**src/rtl/edo_pkg.sv**
```systemverilog
`timescale 1ns/1ps
package edo_pkg;

  typedef enum logic [1:0] {TK_RC, TK_RAC, TK_CAC, TK_CASW} tkind_e;

  typedef enum logic [2:0] {
    S_IDLE, S_SETUP, S_ACT, S_PRE, S_RCAS, S_RRAS, S_RPRE
  } seq_e;

  // nanoseconds for one timing kind at one speed grade
  function automatic int grade_ns(int grade, tkind_e k);
    case (k)
      TK_RC:   return (grade == 6) ? 104 : 84;
      TK_RAC:  return (grade == 6) ? 60  : 50;
      TK_CAC:  return (grade == 6) ? 15  : 13;
      default: return (grade == 6) ? 10  : 8;
    endcase
  endfunction

  // round a nanosecond span up to whole clock cycles
  function automatic int to_cyc(int ns, int clk_ns);
    return (ns + clk_ns - 1) / clk_ns;
  endfunction

  function automatic int imax(int a, int b);
    return (a > b) ? a : b;
  endfunction

endpackage

```
**src/rtl/edo_addr_mux.sv**
```systemverilog
`timescale 1ns/1ps
module edo_addr_mux #(
  parameter int ADDR_W = 23,
  parameter int ROW_W  = 12,
  parameter int MA_W   = 12
) (
  input  logic [ADDR_W-1:0] addr,
  input  logic              col_phase,
  output logic [MA_W-1:0]   ma
);
  localparam int COL_W = ADDR_W - ROW_W;

  logic [MA_W-1:0] row_f;
  logic [MA_W-1:0] col_f;

  generate
    if (MA_W > COL_W) begin : g_col_pad
      assign col_f = {{(MA_W-COL_W){1'b0}}, addr[COL_W-1:0]};
    end else begin : g_col_full
      assign col_f = addr[COL_W-1:0];
    end
    if (MA_W > ROW_W) begin : g_row_pad
      assign row_f = {{(MA_W-ROW_W){1'b0}}, addr[ADDR_W-1:COL_W]};
    end else begin : g_row_full
      assign row_f = addr[ADDR_W-1:COL_W];
    end
  endgenerate

  assign ma = col_phase ? col_f : row_f;

endmodule

```
**src/rtl/edo_refresh_sched.sv**
```systemverilog
`timescale 1ns/1ps
module edo_refresh_sched #(
  parameter int INTERVAL = 3125
) (
  input  logic clk,
  input  logic rst_n,
  input  logic ack,
  output logic pending
);
  localparam int CW = $clog2(INTERVAL + 1);

  logic [CW-1:0] cnt;
  logic          tick;

  assign tick = (cnt == CW'(INTERVAL - 1));

  always_ff @(posedge clk) begin
    if (!rst_n) begin
      cnt     <= '0;
      pending <= 1'b0;
    end else begin
      cnt <= tick ? '0 : cnt + 1'b1;
      if (tick)     pending <= 1'b1;
      else if (ack) pending <= 1'b0;
    end
  end

  // every interval tick leaves a request pending
  assert_tick_pends_R8: assert property (@(posedge clk) disable iff (!rst_n)
    tick |=> pending);

  // the sequencer only acknowledges a request that exists
  assert_ack_needs_req_R9: assert property (@(posedge clk) disable iff (!rst_n)
    ack |-> pending);

endmodule

```
**src/rtl/edo_ctrl.sv**
```systemverilog
`timescale 1ns/1ps
module edo_ctrl
  import edo_pkg::*;
#(
  parameter bit BIG_ROWS = 1'b0,
  parameter int GRADE    = 5,
  parameter int CLK_NS   = 5,
  parameter int REFI_NS  = 15625,
  parameter int ADDR_W   = 23,
  parameter int DATA_W   = 8,
  localparam int MA_W    = BIG_ROWS ? 13 : 12
) (
  input  logic              clk,
  input  logic              rst_n,
  input  logic              req_valid,
  output logic              req_ready,
  input  logic [ADDR_W-1:0] req_addr,
  input  logic              req_write,
  input  logic [DATA_W-1:0] req_wdata,
  output logic              rd_valid,
  output logic [DATA_W-1:0] rd_data,
  output logic [MA_W-1:0]   dram_ma,
  output logic              dram_ras_n,
  output logic              dram_cas_n,
  output logic              dram_we_n,
  output logic              dram_oe_n,
  output logic [DATA_W-1:0] dram_dq_out,
  output logic              dram_dq_oe,
  input  logic [DATA_W-1:0] dram_dq_in
);
  localparam int ROW_W   = MA_W;
  localparam int RC      = to_cyc(grade_ns(GRADE, TK_RC),   CLK_NS);
  localparam int RAC     = to_cyc(grade_ns(GRADE, TK_RAC),  CLK_NS);
  localparam int CAC     = to_cyc(grade_ns(GRADE, TK_CAC),  CLK_NS);
  localparam int CASW    = to_cyc(grade_ns(GRADE, TK_CASW), CLK_NS);
  localparam int RCD     = imax(1, RAC - imax(CAC, CASW));
  localparam int CAS_END = imax(RAC, RCD + imax(CAC, CASW));
  localparam int PRE_A   = imax(1, RC - CAS_END);
  localparam int PRE_R   = imax(1, RC - RAC);
  localparam int REFI    = to_cyc(REFI_NS, CLK_NS);
  localparam int CNT_W   = $clog2(imax(imax(CAS_END, PRE_A), imax(RAC, PRE_R)) + 1);
  localparam int CHK_W   = $clog2(imax(RC, CAS_END + 1) + 1);

  seq_e              state;
  logic [CNT_W-1:0]  cnt;
  logic [ADDR_W-1:0] a_q;
  logic              wr_q;
  logic [DATA_W-1:0] wd_q;

  // named internal events
  logic ref_pending, ref_ack, accept, col_phase, rd_capture, act_last;

  assign ref_ack    = (state == S_IDLE) && ref_pending;
  assign req_ready  = (state == S_IDLE) && !ref_pending;
  assign accept     = req_valid && req_ready;
  assign col_phase  = (state == S_ACT) && (cnt >= CNT_W'(RCD));
  assign act_last   = (state == S_ACT) && (cnt == CNT_W'(CAS_END - 1));
  assign rd_capture = act_last && !wr_q;

  edo_refresh_sched #(.INTERVAL(REFI)) u_sched (
    .clk(clk), .rst_n(rst_n), .ack(ref_ack), .pending(ref_pending)
  );

  edo_addr_mux #(.ADDR_W(ADDR_W), .ROW_W(ROW_W), .MA_W(MA_W)) u_mux (
    .addr(a_q), .col_phase(col_phase), .ma(dram_ma)
  );

  always_ff @(posedge clk) begin
    if (!rst_n) begin
      state    <= S_IDLE;
      cnt      <= '0;
      a_q      <= '0;
      wr_q     <= 1'b0;
      wd_q     <= '0;
      rd_valid <= 1'b0;
      rd_data  <= '0;
    end else begin
      rd_valid <= rd_capture;
      if (rd_capture) rd_data <= dram_dq_in;
      case (state)
        S_IDLE: begin
          cnt <= '0;
          if (ref_pending) state <= S_RCAS;
          else if (accept) begin
            a_q   <= req_addr;
            wr_q  <= req_write;
            wd_q  <= req_wdata;
            state <= S_SETUP;
          end
        end
        S_SETUP: begin state <= S_ACT; cnt <= '0; end
        S_ACT: begin
          if (act_last) begin state <= S_PRE; cnt <= '0; end
          else cnt <= cnt + 1'b1;
        end
        S_PRE: begin
          if (cnt == CNT_W'(PRE_A - 1)) begin state <= S_IDLE; cnt <= '0; end
          else cnt <= cnt + 1'b1;
        end
        S_RCAS: begin state <= S_RRAS; cnt <= '0; end
        S_RRAS: begin
          if (cnt == CNT_W'(RAC - 1)) begin state <= S_RPRE; cnt <= '0; end
          else cnt <= cnt + 1'b1;
        end
        S_RPRE: begin
          if (cnt == CNT_W'(PRE_R - 1)) begin state <= S_IDLE; cnt <= '0; end
          else cnt <= cnt + 1'b1;
        end
        default: state <= S_IDLE;
      endcase
    end
  end

  assign dram_ras_n  = !((state == S_ACT) || (state == S_RRAS));
  assign dram_cas_n  = !(col_phase || (state == S_RCAS) || (state == S_RRAS));
  assign dram_we_n   = !(wr_q && ((state == S_SETUP) || (state == S_ACT)));
  assign dram_oe_n   = !(col_phase && !wr_q);
  assign dram_dq_oe  = wr_q && ((state == S_SETUP) || (state == S_ACT));
  assign dram_dq_out = wd_q;

  // ---------------- checker logic ----------------
  logic [CHK_W-1:0] gap_cnt, low_cnt;
  always_ff @(posedge clk) begin
    if (!rst_n) begin
      gap_cnt <= CHK_W'(RC);
      low_cnt <= '0;
    end else begin
      low_cnt <= dram_ras_n ? '0 : low_cnt + 1'b1;
      if (!dram_ras_n && (low_cnt == '0)) gap_cnt <= CHK_W'(1);
      else if (gap_cnt < CHK_W'(RC))      gap_cnt <= gap_cnt + 1'b1;
    end
  end

  assert_ras_gap_R6: assert property (@(posedge clk) disable iff (!rst_n)
    $fell(dram_ras_n) |-> (gap_cnt >= CHK_W'(RC)));

  assert_ras_width_R3: assert property (@(posedge clk) disable iff (!rst_n)
    $rose(dram_ras_n) |-> (low_cnt >= CHK_W'(RAC)));

  assert_cbr_order_R7: assert property (@(posedge clk) disable iff (!rst_n)
    ($fell(dram_ras_n) && !dram_cas_n) |-> ($past(!dram_cas_n) && dram_we_n));

  assert_write_oe_R5: assert property (@(posedge clk) disable iff (!rst_n)
    !dram_we_n |-> dram_oe_n);

  assert_wdata_setup_R5: assert property (@(posedge clk) disable iff (!rst_n)
    ($fell(dram_cas_n) && !dram_we_n) |-> ($past(dram_dq_oe) && $past(!dram_we_n)));

  assert_refresh_first_R9: assert property (@(posedge clk) disable iff (!rst_n)
    ((state == S_IDLE) && ref_pending) |=> (state == S_RCAS));

  assert_rd_pulse_R4: assert property (@(posedge clk) disable iff (!rst_n)
    rd_valid |=> !rd_valid);

endmodule

```
**config.mk**
```make
export PLATFORM = sky130hd
export DESIGN_NAME = edo_ctrl
export DESIGN_NICKNAME = d
export VERILOG_FILES = /design/src/rtl/edo_pkg.sv /design/src/rtl/edo_addr_mux.sv /design/src/rtl/edo_refresh_sched.sv /design/src/rtl/edo_ctrl.sv
export SDC_FILE = /design/constraint.sdc
export NUM_CORES = 1
export LEC_CHECK = 0
export ABC_AREA = 1
export BUFFER_PORTS_ARGS = -buffer_cell sky130_fd_sc_hd__buf_2
export CORE_UTILIZATION = 47
export CTS_BUF_LIST = sky130_fd_sc_hd__clkbuf_16
export DETAILED_ROUTE_END_ITERATION = 10
export PLACE_DENSITY = 0.82
export SYNTH_ARGS = -nofsm -noshare
export SYNTH_HDL_FRONTEND = slang
export SYNTH_SLANG_ARGS = --single-unit
```
**constraint.sdc**
```tcl
create_clock -name clk -period 1.2 [get_ports clk]
set_input_delay 0 -clock clk [delete_from_list [all_inputs] [get_ports clk]]
set_output_delay 0 -clock clk [all_outputs]
set_load 0.03 [all_outputs]
```
==> results of run 1 <==
metrics by stage:
| step | std cells | setup WS, ps |
|---|---|---|
| after detailed placement | 539 | -155.6 |
| after global placement | 539 | -75.31 |
| after CTS | 620 | -329.2 |
| after floorplan | 374 | -145.2 |
timing repair:
item                                    in CTS
hold endpoints to repair                    40
setup buffers                               17
endpoints found under the setup margin      76
gates cloned                                 8
gates resized for setup                    203
pin swaps                                   46
hold buffers                                40
cells by family after synthesis:
kind of cell             synth area share (%)
AO/OA/AOI/OAI                           14.10
XOR/XNOR                                1.269
adder cells (fa/ha/maj)                 2.267
buffers and inverters                   9.927
flip-flops                              44.24
multiplexers                           0.3627
AND/OR/NAND/NOR                         27.83
Yosys cell counts, drive strengths merged (3+ instances only):
cell type and instances:
a21oi 48, buf 14, clkbuf 4, dfxtp 61
ha 5, inv 41, nand2 87, nand3 42
nand4 4, nor2 27, nor3 6, o21ai 27
xor2 3
==> out/metrics.csv, run 1 <==
stage;metric;value;unit
yosys;Post-Syn Nets;422;
yosys;Post-synth EDFFs;0;
placement;Post-DP Area;3438;sq um
status;status;aborted with a tool error;
placement;GP Congestion;0.9000;
global_route;pin count of the biggest net entering global routing;30;
timing;GR repair worst EP;dram_ma[10];
yosys;Syn Inst Count;374;
clocking;Bufs on Longest Clock Path;2;
clocking;Root Buffer;clkbuf_16;
yosys;cell type with the largest total area after synthesis;dfxtp_1;
status;Last stage;global routing (5_1_grt);
placement;hpwl dp;4762;um
yosys;Main synth FF type;dfxtp_1;
clocking;Num CTS Buffers;9;
floorplanning;site row count;27;
clocking;Sink Count;61;
floorplanning;I/O pin count;78;
clocking;CTS H-Tree Depth;3;
floorplanning;Die H;78.64;um
floorplanning;Starting Density;49.52;%
yosys;Mean Syn Cell Area;7.380;sq um
yosys;Synth Register Bits;61;
yosys;ranking of synthesized cells by area;dfxtp_1 (44%), nand2_1 (11%), a21oi_1 (8.7%);
yosys;Async S/R FF share, synth;0;%
yosys;post-synth top area share;44.24;%
timing;Worst End Pin Type;primary output;
status;First Err;[ERROR DPL-0038] Utilization greater than 100%, impossible to legalize;
placement;port bufs;77;
yosys;sequential area share after synthesis;44.24;%
yosys;Netlist Area Pre-Place;2760;sq um
yosys;YS warnings;0;
floorplanning;chip width;78.64;um
yosys;Yosys cell types;27;
==> run 2: changes to the inputs <==
--- a/config.mk
+++ b/config.mk
@@ -7,10 +7,9 @@
 export LEC_CHECK = 0
 export ABC_AREA = 1
 export BUFFER_PORTS_ARGS = -buffer_cell sky130_fd_sc_hd__buf_2
-export CORE_UTILIZATION = 47
-export CTS_BUF_LIST = sky130_fd_sc_hd__clkbuf_16
+export CORE_UTILIZATION = 40
 export DETAILED_ROUTE_END_ITERATION = 10
-export PLACE_DENSITY = 0.82
+export PLACE_DENSITY_LB_ADDON = 0.15
 export SYNTH_ARGS = -nofsm -noshare
 export SYNTH_HDL_FRONTEND = slang
 export SYNTH_SLANG_ARGS = --single-unit
==> constraint.sdc (replaced) <==
create_clock -name clk -period 1.6 [get_ports clk]
set_input_delay 0 -clock clk [delete_from_list [all_inputs] [get_ports clk]]
set_output_delay 0 -clock clk [all_outputs]
set_load 0.03 [all_outputs]
==> out/metrics.csv, run 2 <==
stage;metric;value;unit
status;status;finished clean;
timing;Worst-Margin Slew;395.8;ps
yosys;most frequent cell after synthesis;nand2_1;
placement;GP Congestion;0.8115;
cells_and_area;post-layout util;61.66;%
cells_and_area;Nets;544;
critical_path;slowest CP cell;dfxtp_4;
yosys;Synth Register Bits;61;
clocking;Sink Count;61;
timing;highest clock rate;656.8;MHz
yosys;YS warnings;0;
cells_and_area;layout cells sized above 1;26.55;%
global_route;initial antenna violation count;0;
power_and_ir_drop;pwr dens;1353;nW/um^2
route;1st-pass router iterations;4;
route;starting DRC count in detailed routing;184;
floorplanning;Core Region;6495;sq um
floorplanning;chip width;85.07;um
clocking;Bufs on Longest Clock Path;2;
cells_and_area;most frequent cells in the layout;nand2_1 (79), buf_2 (66), dfxtp_1 (57);
placement;hpwl dp;4723;um
critical_path;Crit path top cell by count;nand2_2;
route;post-route ant nets;0;
cells_and_area;Largest regs;a_q (23), u_sched.cnt (12);
yosys;Mean Syn Cell Area;7.380;sq um
yosys;Async S/R FF share, synth;0;%
route;Vias/cell;4.896;
yosys;post-synth top area share;44.24;%
yosys;Netlist Area Pre-Place;2760;sq um
timing;Slew Viols, Final;0;
global_route;Global Route Usage Sum;21.23;%
critical_path;Required @ worst endpoint;1600;ps
floorplanning;Die H;85.07;um
clocking;TritonCTS clock tree;built;
yosys;Post-synth EDFFs;0;
floorplanning;Starting Density;42.50;%
critical_path;r2r setup slk;190;ps
timing;final setup margin;77.50;ps
critical_path;CP Cell Sequence;ha_4 -> nand2_2 -> nand2_2 -> nand2_4 -> buf_6 -> nand2_1 -> o21ai_1 -> buf_4;
clocking;Skew-Pair Late Insertion Delay;330;ps
floorplanning;Die Footprint;7237;sq um
yosys;sequential area share after synthesis;44.24;%
placement;port bufs;77;
power_and_ir_drop;Lkg Pwr;1.732;nW
cells_and_area;max reg flops;23;
clocking;CTS clk-pin slew, worst paths;70;ps
hold_path;HP Class;in -> reg;
route;Routed WL;7377;um
yosys;Yosys cell types;27;
global_route;first-pass GRT wire length;12120;um
route;via count;2830;
power_and_ir_drop;total power;5.419;mW
job;max_cap viols;0;
cells_and_area;most common cell after layout, fill and taps aside;nand2_1;
timing;Final Skew;7.722;ps
cells_and_area;area grow syn2layout;45.10;%
clocking;CTS H-Tree Depth;3;
route;DRC;0;
global_route;pin count of the biggest net entering global routing;30;
clocking;Num CTS Buffers;9;
timing;Setup violations, final;0;
critical_path;Critical Path AT;1520;ps
critical_path;critical path type;reg -> out;
cells_and_area;Reg with most FFs;a_q;
yosys;Post-Syn Nets;422;
floorplanning;I/O pin count;78;
timing;final clock period utilization by the worst path;95.16;%
power_and_ir_drop;Peak VDD IR;736.5;uV
yosys;ranking of synthesized cells by area;dfxtp_1 (44%), nand2_1 (11%), a21oi_1 (8.7%);
yosys;Main synth FF type;dfxtp_1;
critical_path;slowest stage delay, CP;360;ps
yosys;cell type with the largest total area after synthesis;dfxtp_1;
placement;worst slack, placed;152.7;ps
critical_path;CP Max Fanout;8;
timing;RSZ-0062 raised after global routing;yes;
route;DR WL/cell;12.76;um
global_route;vias in the first global route;2653;
timing;final count of hold timing violations;0;
critical_path;CP Launch Type;register;
floorplanning;site row count;29;
timing;Rel. slew slack;73.41;%
timing;crit path time final;1523;ps
critical_path;Worst Setup End Kind;output port;
cells_and_area;n_diodes;0;
clocking;Root Buffer;clkbuf_8;
yosys;Syn Inst Count;374;
yosys;Post-synth top cells;nand2_1 (83), dfxtp_1 (61), a21oi_1 (48);
global_route;total gr overflow;0;
-- run 2: cell type report --
type | count | area, sq um
inverters | 41 | 153.9
flip-flops and latches | 61 | 1234
clock buffers | 10 | 137.6
repair buffers | 129 | 938.4
fillers | 582 | 2490
well taps | 77 | 96.34
multi-input cells | 254 | 1311
clock inverters | 6 | 133.9
-- run 2: worst paths after layout --
kind                        from                      end  cells after the start
max          cnt[0]$_SDFFE_PN0P_               dram_ma[2]                      8
min                        rst_n    state[1]$_SDFFE_PN0P_                      3
max reg2reg  cnt[1]$_SDFFE_PN0P_  rd_data[1]$_SDFFE_PN0P_                      7
min reg2reg  a_q[8]$_SDFFE_PN0P_      a_q[8]$_SDFFE_PN0P_                      2
-- run 2: cells by family after synthesis --
family,share of synthesized area (%)
mux,0.3627
fa+ha+maj,2.267
buf+inv,9.927
xor+xnor,1.269
simple gates,27.83
flops,44.24
compound gates,14.10
-- run 2: power breakdown --
part           total [mW]  leakage [nW]  internal [mW]  switching [mW]
logic                1.68          1.10          0.612            1.07
clock network        1.85         0.136           1.24           0.616
registers            1.89         0.500           1.74           0.146
total                5.42          1.73           3.59            1.83
-- run 2: critical path, delay by kind of cell, from the launching register on --
family	cells	cell delay (ps)
AO/OA/AOI/OAI	1	70
AND/OR/NAND/NOR	4	280
adder cells (fa/ha/maj)	1	160
buffers and inverters	2	320
flip-flops	1	360
-- run 2: per-layer routing --
metal  track usage (%)  wire length (um)  vias up  share of wire [%]
met5                 0                 0        -                  0
met4             8.012                96        0                1.3
met3             4.767               285       11                3.9
met2             35.63              3530       72                 48
met1             26.64              3465     1289                 47
li1                  -                 -     1458                  -
-- run 2: through the flow --
stage                     setup TNS [ps]  instance area [sq um]  std cells  hold WS (ps)
after global routing              -36.18                   4005        578         65.05
after floorplan                        0                   2760        374         164.4
after detailed placement               0                   3209        520         274.4
after global placement                 0                   3209        520         265.5
final                                  0                   4005        578         53.07
after CTS                         -3.317                   3933        577         46.42
-- run 2: what timing repair did --
action,4_1_cts,5_1_grt
endpoints found under the setup margin,12,14
hold buffers,40,0
resized for setup,24,26
hold endpoints to repair,40,0
setup buffers,0,1
pin swaps,1,2
cloned,1,0
No activity file was read; power rests on OpenSTA's default activity.
